[src/rtl/irb_pkg.sv]
package irb_pkg;
  localparam int DW    = 8;
  localparam int AW    = 3;
  localparam int DIV_W = 2 * DW;

  typedef enum logic [1:0] {
    BANK0 = 2'd0,
    BANK1 = 2'd1,
    BANK2 = 2'd2
  } bank_e;

  localparam logic [3:0] BANK_TAG = 4'hA;

  localparam int OFS_DIV_LO = 0;
  localparam int OFS_DIV_HI = 1;
  localparam int OFS_CTRL   = 2;
  localparam int OFS_BANK   = 3;
  localparam int OFS_LGC    = 4;

  localparam int ADV1_BRCLK = 7;
  localparam int ADV1_RSVD  = 6;
  localparam int ADV1_LOUT  = 5;
  localparam int LGC_LOOP   = 4;

  localparam logic [DW-1:0] LGC_FB_MASK = 8'hA1;

  function automatic bank_e decode_bank(input logic [DW-1:0] code);
    if (code[7:4] == BANK_TAG && code[3:2] == 2'b00 && code[1:0] != 2'b11)
      return bank_e'(code[1:0]);
    return BANK0;
  endfunction

  function automatic logic [DW-1:0] encode_bank(input bank_e b);
    return {BANK_TAG, 2'b00, b};
  endfunction

  function automatic logic [DIV_W-1:0] eff_div(input logic [DIV_W-1:0] d);
    return (d == '0) ? {{(DIV_W-1){1'b0}}, 1'b1} : d;
  endfunction
endpackage

[src/rtl/irb_banksel.sv]
module irb_banksel
  import irb_pkg::*;
(
  input  logic          clk,
  input  logic          rst_n,
  input  logic          wr,
  input  logic [AW-1:0] addr,
  input  logic [DW-1:0] wdata,
  output bank_e         cur_bank
);
  logic bank_wr;
  assign bank_wr = wr && (addr == AW'(OFS_BANK));

  always_ff @(posedge clk or negedge rst_n) begin
    if (!rst_n)       cur_bank <= BANK0;
    else if (bank_wr) cur_bank <= decode_bank(wdata);
  end

  AST_BANK_LEGAL: assert property (@(posedge clk) disable iff (!rst_n)
    cur_bank != bank_e'(2'd3));
endmodule

[src/rtl/irb_regs.sv]
module irb_regs
  import irb_pkg::*;
(
  input  logic             clk,
  input  logic             rst_n,
  input  logic             wr,
  input  logic             rd,
  input  logic [AW-1:0]    addr,
  input  logic [DW-1:0]    wdata,
  input  bank_e            cur_bank,
  output logic [DIV_W-1:0] div,
  output logic             adv_mode,
  output logic             dis_back,
  output logic [DW-1:0]    lgc_ctl,
  output logic [DW-1:0]    adv_ctl1,
  output logic             fb_evt
);
  logic in_div_ofs, sel_leg_div, sel_adv_div, base_hit;
  logic wr_mode, wr_lgc, wr_adv1, wr_div;

  assign in_div_ofs  = (addr == AW'(OFS_DIV_LO)) || (addr == AW'(OFS_DIV_HI));
  assign sel_leg_div = (cur_bank == BANK1) && in_div_ofs;
  assign sel_adv_div = (cur_bank == BANK2) && adv_mode && in_div_ofs;
  assign base_hit    = (cur_bank == BANK0) || ((cur_bank == BANK1) && !in_div_ofs);
  assign fb_evt      = (wr || rd) && sel_leg_div && adv_mode;

  assign wr_mode = wr && base_hit && (addr == AW'(OFS_CTRL));
  assign wr_lgc  = wr && base_hit && (addr == AW'(OFS_LGC));
  assign wr_adv1 = wr && (cur_bank == BANK2) && adv_mode && (addr == AW'(OFS_CTRL));
  assign wr_div  = wr && (sel_leg_div || sel_adv_div);

  always_ff @(posedge clk or negedge rst_n) begin
    if (!rst_n) begin
      adv_mode <= 1'b0;
      dis_back <= 1'b0;
    end else if (wr_mode) begin
      adv_mode <= wdata[0];
      dis_back <= wdata[1];
    end else if (fb_evt) begin
      adv_mode <= 1'b0;
    end
  end

  always_ff @(posedge clk or negedge rst_n) begin
    if (!rst_n)       adv_ctl1 <= '0;
    else if (fb_evt)  adv_ctl1 <= '0;
    else if (wr_adv1) adv_ctl1 <= wdata & ~(DW'(1) << ADV1_RSVD);
  end

  always_ff @(posedge clk or negedge rst_n) begin
    if (!rst_n)                   lgc_ctl <= '0;
    else if (wr_lgc)              lgc_ctl <= wdata;
    else if (fb_evt && !dis_back) lgc_ctl <= lgc_ctl & ~LGC_FB_MASK;
  end

  always_ff @(posedge clk or negedge rst_n) begin
    if (!rst_n) div <= '0;
    else if (wr_div) begin
      if (addr[0]) div[DIV_W-1:DW] <= wdata;
      else         div[DW-1:0]     <= wdata;
    end
  end

  AST_FB_CLEARS: assert property (@(posedge clk) disable iff (!rst_n)
    fb_evt |=> (!adv_mode && adv_ctl1 == '0));
  AST_DISBACK_HOLDS: assert property (@(posedge clk) disable iff (!rst_n)
    (fb_evt && dis_back) |=> (lgc_ctl == $past(lgc_ctl) && dis_back));
  AST_BANK2_LOCKED: assert property (@(posedge clk) disable iff (!rst_n)
    (wr && cur_bank == BANK2 && !adv_mode && addr != AW'(OFS_BANK))
      |=> (div == $past(div) && adv_ctl1 == $past(adv_ctl1)));
  AST_ADVDIV_NO_FB: assert property (@(posedge clk) disable iff (!rst_n)
    (wr && sel_adv_div) |=> adv_mode);
  AST_NO_DUAL_STROBE: assert property (@(posedge clk) disable iff (!rst_n)
    !(wr && rd));
endmodule

[src/rtl/irb_baudgen.sv]
module irb_baudgen
  import irb_pkg::*;
(
  input  logic             clk,
  input  logic             rst_n,
  input  logic [DIV_W-1:0] div,
  output logic             tick,
  output logic             br_clk
);
  logic [DIV_W-1:0] cnt;
  logic [DIV_W-1:0] reload;

  assign reload = eff_div(div) - DIV_W'(1);
  assign tick   = (cnt == '0);

  always_ff @(posedge clk or negedge rst_n) begin
    if (!rst_n)    cnt <= '0;
    else if (tick) cnt <= reload;
    else           cnt <= cnt - DIV_W'(1);
  end

  always_ff @(posedge clk or negedge rst_n) begin
    if (!rst_n)    br_clk <= 1'b0;
    else if (tick) br_clk <= ~br_clk;
  end

  AST_TICK_RELOAD: assert property (@(posedge clk) disable iff (!rst_n)
    tick |=> (cnt == $past(div) - DIV_W'(1) || ($past(div) == '0 && cnt == '0)));
  AST_CLK_TOGGLES: assert property (@(posedge clk) disable iff (!rst_n)
    tick |=> (br_clk != $past(br_clk)));
  AST_CLK_HOLDS: assert property (@(posedge clk) disable iff (!rst_n)
    !tick |=> $stable(br_clk));
endmodule

[src/rtl/irbank_regfile.sv]
module irbank_regfile
  import irb_pkg::*;
(
  input  logic        clk,
  input  logic        rst_n,
  input  logic        wr_en,
  input  logic        rd_en,
  input  logic [2:0]  addr,
  input  logic [7:0]  wdata,
  output logic [7:0]  rdata,
  output logic [15:0] baud_div,
  output logic        baud_tick,
  output logic        dtr_test,
  output logic        irtx_loop_en,
  output logic        adv_mode
);
  bank_e            cur_bank;
  logic [DIV_W-1:0] div;
  logic             dis_back, fb_evt, br_clk, adv_on;
  logic [DW-1:0]    lgc_ctl, adv_ctl1;

  irb_banksel u_banksel (
    .clk(clk), .rst_n(rst_n), .wr(wr_en), .addr(addr), .wdata(wdata),
    .cur_bank(cur_bank)
  );

  irb_regs u_regs (
    .clk(clk), .rst_n(rst_n), .wr(wr_en), .rd(rd_en), .addr(addr),
    .wdata(wdata), .cur_bank(cur_bank), .div(div), .adv_mode(adv_on),
    .dis_back(dis_back), .lgc_ctl(lgc_ctl), .adv_ctl1(adv_ctl1),
    .fb_evt(fb_evt)
  );

  irb_baudgen u_baud (
    .clk(clk), .rst_n(rst_n), .div(div), .tick(baud_tick), .br_clk(br_clk)
  );

  function automatic logic [DW-1:0] base_read(input logic [AW-1:0] a);
    case (a)
      AW'(OFS_CTRL): return {{(DW-2){1'b0}}, dis_back, adv_on};
      AW'(OFS_BANK): return encode_bank(cur_bank);
      AW'(OFS_LGC):  return lgc_ctl;
      default:       return '0;
    endcase
  endfunction

  always_comb begin
    rdata = '0;
    case (cur_bank)
      BANK1: begin
        if (addr == AW'(OFS_DIV_LO))      rdata = div[DW-1:0];
        else if (addr == AW'(OFS_DIV_HI)) rdata = div[DIV_W-1:DW];
        else                              rdata = base_read(addr);
      end
      BANK2: begin
        if (addr == AW'(OFS_BANK)) rdata = encode_bank(cur_bank);
        else if (adv_on) begin
          case (addr)
            AW'(OFS_DIV_LO): rdata = div[DW-1:0];
            AW'(OFS_DIV_HI): rdata = div[DIV_W-1:DW];
            AW'(OFS_CTRL):   rdata = adv_ctl1;
            default:         rdata = '0;
          endcase
        end
      end
      default: rdata = base_read(addr);
    endcase
  end

  assign baud_div     = div;
  assign adv_mode     = adv_on;
  assign dtr_test     = adv_ctl1[ADV1_BRCLK] & br_clk;
  assign irtx_loop_en = adv_ctl1[ADV1_LOUT] & lgc_ctl[LGC_LOOP];

  AST_RSVD_READS_ZERO: assert property (@(posedge clk) disable iff (!rst_n)
    (cur_bank == BANK2 && adv_on && addr == AW'(OFS_CTRL)) |-> !rdata[ADV1_RSVD]);
  AST_LOCKED_READS_ZERO: assert property (@(posedge clk) disable iff (!rst_n)
    (cur_bank == BANK2 && !adv_on && addr != AW'(OFS_BANK)) |-> rdata == '0);
  AST_FB_DROPS_LOOP: assert property (@(posedge clk) disable iff (!rst_n)
    fb_evt |=> (!irtx_loop_en && !dtr_test));
endmodule

[config.mk]
export PLATFORM = sky130hd
export DESIGN_NAME = irbank_regfile
export DESIGN_NICKNAME = d
export VERILOG_FILES = /design/src/rtl/irb_pkg.sv /design/src/rtl/irb_banksel.sv /design/src/rtl/irb_regs.sv /design/src/rtl/irb_baudgen.sv /design/src/rtl/irbank_regfile.sv
export SDC_FILE = /design/constraint.sdc
export NUM_CORES = 1
export LEC_CHECK = 0
export ABC_CLOCK_PERIOD_IN_PS = 2750
export BUFFER_PORTS_ARGS = -buffer_cell sky130_fd_sc_hd__buf_2
export CORE_MARGIN = 2
export CORE_UTILIZATION = 45
export CTS_CLUSTER_DIAMETER = 150
export DETAILED_ROUTE_END_ITERATION = 10
export GPL_ROUTABILITY_DRIVEN = 0
export HOLD_SLACK_MARGIN = 0.05
export PLACE_DENSITY_LB_ADDON = 0.15
export SLEW_MARGIN = 20
export SYNTH_ARGS = -nofsm -noshare
export SYNTH_HDL_FRONTEND = slang
export SYNTH_HIERARCHICAL = 1
export SYNTH_SLANG_ARGS = --single-unit
[constraint.sdc]
create_clock -name clk -period 2.75 [get_ports clk]
set_input_delay 0 -clock clk [delete_from_list [all_inputs] [get_ports clk]]
set_output_delay 0 -clock clk [all_outputs]
set_load 0.005 [all_outputs]
==> summary.md, run 1 <==
| Metric | Value |
|---|---|
| Remaining DRCs | 0 |
| Final min period | 2.75 ns |
| Syn Nets | 366 |
| DP Wirelength | 7100 µm |
| H-tree depth | 2 |
| Layout cells sized above 1 | 32.0% |
| Clk root buf | clkbuf_8 |
| Drt wl/cell | 19.3 µm |
| Post-Route WL | 9910 µm |
| Worst Setup Path Type | reg2reg |
| Detailed Routing Iterations Pass 1 | 5 |
| Worst Hold Class | in2reg |
| Fmax | 363 MHz |
| Cts bufs inserted | 5 |
| Synth Area per Inst | 9.92 µm² |
| Design Area, Final | 0.00413 mm² |
| Maximum vdd drop | 0.000331 V |
| Post-Synthesis Cells | 348 |
| Mapped cell area | 0.00345 mm² |
| Crit-path most repeated cell | or4_4 |
| Number of global-route vias before repair | 3,012 |
| Total grt overflow | 0 |
| Ports | 43 |
| CP endpoint kind | flop |
| Slew HR | 37.5% |
| Clk_lat worst skew | 0.30 ns |
| Clock sinks | 52 |
| Nets | 432 |
| Critical Path, Cell by Cell | or4_4 -> or4_4 -> or4_4 -> nand2b_4 -> a21oi_4 -> ha_4 -> inv_4 -> or3_4 -> a31oi_4 -> nor3_2 -> a21o_1 -> o21ai_1 |
| Layout fillers | 682 |
| DR vias | 3,112 |
| Flop pwr share | 47.8% |
| Area of the core | 0.00733 mm² |
| GRT Overall Usage | 24.3% |
| Initial antenna violation count | 0 |
| Die Wd | 91.6 µm |
| Multi-input logic area | 0.00205 mm² |
| Yosys warning count | 6 |
| Max incr delay on CP | 0.53 ns |
| Chip height | 91.6 µm |
| Total net switching power | 753 µW |
| Starting Density | 47.1% |
| Diode count | 0 |
| Setup violations, final | 1 |
| Hold_sp | wdata[3] |
| Least-Margin Pin Slew | 0.934 ns |
| Failing checks | setup timing |
| Switching Fraction | 34.3% |
| Startpoint Class | flop |
| CP Data Arrival Time | 2.96 ns |
| Leakage | 0.00190 µW |
| Reg clk slew, reported paths | 0.10 ns |
| Synth-to-Final Area Change | 19.8% |
| Area post-placement | 0.00388 mm² |
| First-pass GRT wire length | 16,100 µm |
| TritonCTS clock tree | yes |
| CP Buf/Inv Count | 1 |
| Worst Slack Setup Final | -0.00238 ns |
| Number of nets with antenna violations after routing | 0 |
| Pwr/cell area | 530 mW/mm² |
| Max stage delay cell, worst path | or4_4 |
| Reg area | 0.00130 mm² |
| Slew Limit Fails | 0 |
| Pre-CTS setup slack | -0.0783 ns |
| DRT iter0 DRCs | 186 |
| Clk pwr share | 20.9% |
| RSZ-0062 raised after global routing | true |
| Delay-heaviest family, CP | simple AND/OR/NAND/NOR gates |
| CTS Buffer Depth | 2 |
| Crit path from | u_regs/div[11] |
| Req. time, crit path | 2.95 ns |
| Max capacitance violation total | 0 |
| Comb pwr share | 31.3% |
| Status | complete, but fails checks |
| Crit-path max FO | 4 |
| Fin. Hold Viols | 0 |
| Period utilization | 100% |
| Row cnt | 31 |
| R2r startpoint | u_regs/div[11] |
| Final Skew | 0.00823 ns |
| Largest net degree at the start of global routing | 35 |
| DR vias/cell | 6.05 |
| Port Buffers | 42 |
| Internal power | 1440 µW |
| Die area | 0.00839 mm² |
| Sum Neg Setup Slack | -0.00238 ns |
state kept, by name, summed over array words and instances (netlist names):
name / cells
u_regs/div: 16
u_regs/adv_mode: 1
u_regs/adv_ctl1: 7
u_baud/cnt: 16
u_baud/br_clk: 1
u_regs/lgc_ctl: 8
u_banksel/cur_bank: 2
u_regs/dis_back: 1
final timing paths:
path	end	slack (ns)	depth (start not counted)
max	u_baud/cnt[6]	-0.002	12
min	u_regs/lgc_ctl[3]	0.06	2
max reg2reg	u_baud/cnt[6]	-0.002	12
min reg2reg	u_baud/br_clk	0.47	1
max in group asynchronous	u_regs/div[0]	1.70	3
min in group asynchronous	u_baud/cnt[3]	0.28	2
layout make-up:
type	count	area share [%]
Inverter	14	1.33
Sequential cell	52	31.5
Timing Repair Buffer	80	12.5
Tap cell	99	3.00
Clock buffer	8	2.18
Multi-Input combinational cell	261	49.5
placed cells by master (no fill, tap or decap), drive strengths merged, types with 11 or more instances in the layout:
cell,count
a21oi,24
a21o,11
mux2i,18
nor2,16
o21ai,12
nand2,27
buf,72
dfrtp,52
mux2,26
inv,14
through the flow:
| step | total power (µW) | hold slack (ns) | std cells | utilization (%) |
|---|---|---|---|---|
| 2_1_floorplan | 1430 | -0.296 | 348 | - |
| 3_3_place_gp | 1640 | 0.103 | 497 | 52.9 |
| 3_5_place_dp | 1660 | 0.113 | 497 | 52.9 |
| 4_1_cts | 2140 | 0.0573 | 513 | 55.5 |
| 5_1_grt | 2300 | 0.0730 | 514 | 56.4 |
| 6_report | 2190 | 0.0590 | 514 | 56.4 |
per-layer routing:
metal	vias to the layer above	track usage (%)	routed length, µm
met4	0	6.06	120
met1	1558	35.8	4520
met2	117	36.5	4620
li1	1426	-	-
met5	-	0	0
met3	11	4.56	644
power by group through the flow:
stage	logic, µW	registers [µW]	clock network (µW)
6_report	686	1050	458
4_1_cts	636	1040	463
2_1_floorplan	417	1010	0
3_5_place_dp	614	1050	0
3_3_place_gp	596	1050	0
5_1_grt	748	1070	485
timing repair:
item                       CTS  global route
setup buffers                0             1
pin swaps                    1             3
hold endpoints to repair    56             0
hold buffers                 8             0
gates resized for setup      3            10
setup endpoints to repair    4             9
No activity file was read; power rests on OpenSTA's default activity.
==> run 2, diff against run 1 <==
--- a/config.mk
+++ b/config.mk
@@ -8,7 +8,7 @@
 export ABC_CLOCK_PERIOD_IN_PS = 2750
 export BUFFER_PORTS_ARGS = -buffer_cell sky130_fd_sc_hd__buf_2
 export CORE_MARGIN = 2
-export CORE_UTILIZATION = 45
+export CORE_UTILIZATION = 53
 export CTS_CLUSTER_DIAMETER = 150
 export DETAILED_ROUTE_END_ITERATION = 10
 export GPL_ROUTABILITY_DRIVEN = 0
==> run 2 against run 1 <==
  * The run still ends with setup timing left
  * Clock-buffer cell count unchanged
  * Global-route usage up 3.1 points
  * Via count down 2.2%
  * Critical endpoint unchanged
==> summary.md, run 2 (synthesis results as in run 1) <==
| Metric | Value |
|---|---|
| Hold_sp | wr_en |
| Req. time, crit path | 2.95 ns |
| Row cnt | 29 |
| Die Wd | 84.7 µm |
| Initial antenna violation count | 0 |
| Worst Slack Setup Final | -0.0279 ns |
| Design Area, Final | 0.00412 mm² |
| Total grt overflow | 0 |
| R2r setup slk | -0.03 ns |
| R2R cell count | 12 |
| Number of nets with antenna violations after routing | 0 |
| Post-Route WL | 9410 µm |
| Leakage | 0.00191 µW |
| Crit path from | u_regs/div[11] |
| Most frequent cells in the layout | dfrtp_1 (52), buf_2 (42), buf_4 (31) |
| CTS Buffer Depth | 2 |
| Setup violations, final | 1 |
| CP Buf/Inv Count | 1 |
| TritonCTS clock tree | yes |
| Detailed Routing Iterations Pass 1 | 5 |
| Nets | 434 |
| Commonest non-fill, non-tap cell in the layout | dfrtp_1 |
| Remaining DRCs | 0 |
| Reg clk slew, reported paths | 0.09 ns |
| Ports | 43 |
| Pwr/cell area | 531 mW/mm² |
| Reg2reg end | u_baud/cnt[6] |
| Fin. Hold Viols | 0 |
| Delay-heaviest family, CP | simple AND/OR/NAND/NOR gates |
| R2r startpoint | u_regs/div[11] |
| Clk_lat worst skew | 0.31 ns |
| First-pass GRT wire length | 15,400 µm |
| RSZ-0062 raised after global routing | true |
| H-tree depth | 2 |
| Max capacitance violation total | 0 |
| Worst Hold Class | in2reg |
| Max stage delay cell, worst path | or4_4 |
| GRT Overall Usage | 27.3% |
| Chip height | 84.7 µm |
| Largest net degree at the start of global routing | 35 |
| Clock sinks | 52 |
| Least-Margin Pin Slew | 0.796 ns |
| Failing checks | setup timing |
| Final min period | 2.78 ns |
| Sum Neg Setup Slack | -0.0279 ns |
| Starting Density | 54.7% |
| DP Wirelength | 6660 µm |
| Maximum vdd drop | 0.000372 V |
| Area post-placement | 0.00385 mm² |
| Max incr delay on CP | 0.53 ns |
| Port Buffers | 42 |
| DR vias/cell | 6.16 |
| Hold Path End | u_banksel/cur_bank[0] |
| Die area | 0.00717 mm² |
| Clk root buf | clkbuf_8 |
| Final Skew | 0.00514 ns |
| Non-Filler Instances | 494 |
| Status | complete, but fails checks |
| Layout cells sized above 1 | 32.1% |
| CP endpoint kind | flop |
| Crit-path most repeated cell | or4_4 |
| Slew HR | 46.7% |
| Pre-CTS setup slack | -0.0431 ns |
| Hold depth | 4 |
| Worst hold margin | 0.156 ns |
| Critical Path, Cell by Cell | or4_4 -> or4_4 -> or4_4 -> nand2b_4 -> a21oi_4 -> ha_4 -> inv_4 -> or3_4 -> a31oi_4 -> nor3_2 -> a21o_1 -> o21ai_1 |
| Crit-path max FO | 4 |
| Drt wl/cell | 19.1 µm |
| Cts bufs inserted | 5 |
| Fmax | 360 MHz |
| Synth-to-Final Area Change | 19.5% |
| CP Data Arrival Time | 2.98 ns |
| DRT iter0 DRCs | 241 |
| Slew Limit Fails | 0 |
| Period utilization | 101% |
| Startpoint Class | flop |
| Largest registers | u_baud/cnt (16), u_regs/div (16), u_regs/lgc_ctl (8) |
| Worst Setup Path Type | reg2reg |
| DR vias | 3,043 |
| Area of the core | 0.00631 mm² |
| Diode count | 0 |
| Placed Cells | 475 |
| Number of global-route vias before repair | 2,947 |
==> run 2: cell count changes in the layout (fill, tap and decap cells not counted), sizes merged <==
cell / change
dlygate4sd3: +1
buf: +1
==> run 2: worst min-delay path, cell delays in order <==
cell,delay (ns)
buf_2,0.17
nand4b_1,0.14
nand2_1,0.06
o21ai_1,0.06
==> run 2: cell type report <==
cell class	instances	area, µm²
Fill cell	535	2190
Multi-Input combinational cell	261	2050
Sequential cell	52	1300
Timing Repair Buffer	82	533
Tap cell	77	96.3
Clock buffer	8	90.1
Inverter	14	55.1
==> run 2: power by group <==
part           total, µW  switching, µW  leakage [µW]  internal, µW
Clock                459            253     0.0000455           206
Combinational        685            359       0.00119           326
Sequential          1040            131      0.000678           914
==> run 2: stage by stage <==
stage	utilization (%)	power, µW
2_1_floorplan	-	1430
3_5_place_dp	61.0	1640
6_report	65.3	2190
3_3_place_gp	61.0	1630
5_1_grt	65.3	2320
4_1_cts	64.1	2120
==> run 2: worst max-delay path by stage <==
| stage | slack, ns | end | cells past startpoint |
|---|---|---|---|
| after floorplan | -0.06 | u_baud/cnt[6] | 12 |
| after global placement | -0.003 | u_baud/cnt[6] | 12 |
| after detailed placement | -0.04 | u_baud/cnt[6] | 12 |
| after CTS | -0.03 | u_baud/cnt[6] | 12 |
| after global routing | -0.11 | u_baud/cnt[6] | 12 |
| final | -0.03 | u_baud/cnt[6] | 12 |
==> run 2: timing repair <==
action                     4_1_cts  5_1_grt
setup buffers                    1        1
hold buffers                     9        0
gates resized for setup          1       11
setup endpoints to repair        4        6
pin swaps                        2        2
hold endpoints to repair        61        0
==> run 2: routing by layer <==
| layer | part of all wire [%] | up-vias | global-route usage, % |
|---|---|---|---|
| li1 | - | 1433 | - |
| met1 | 47 | 1503 | 41.4 |
| met2 | 46 | 92 | 39.9 |
| met3 | 5.5 | 15 | 4.72 |
| met4 | 1.5 | 0 | 8.51 |
| met5 | 0 | - | 0 |
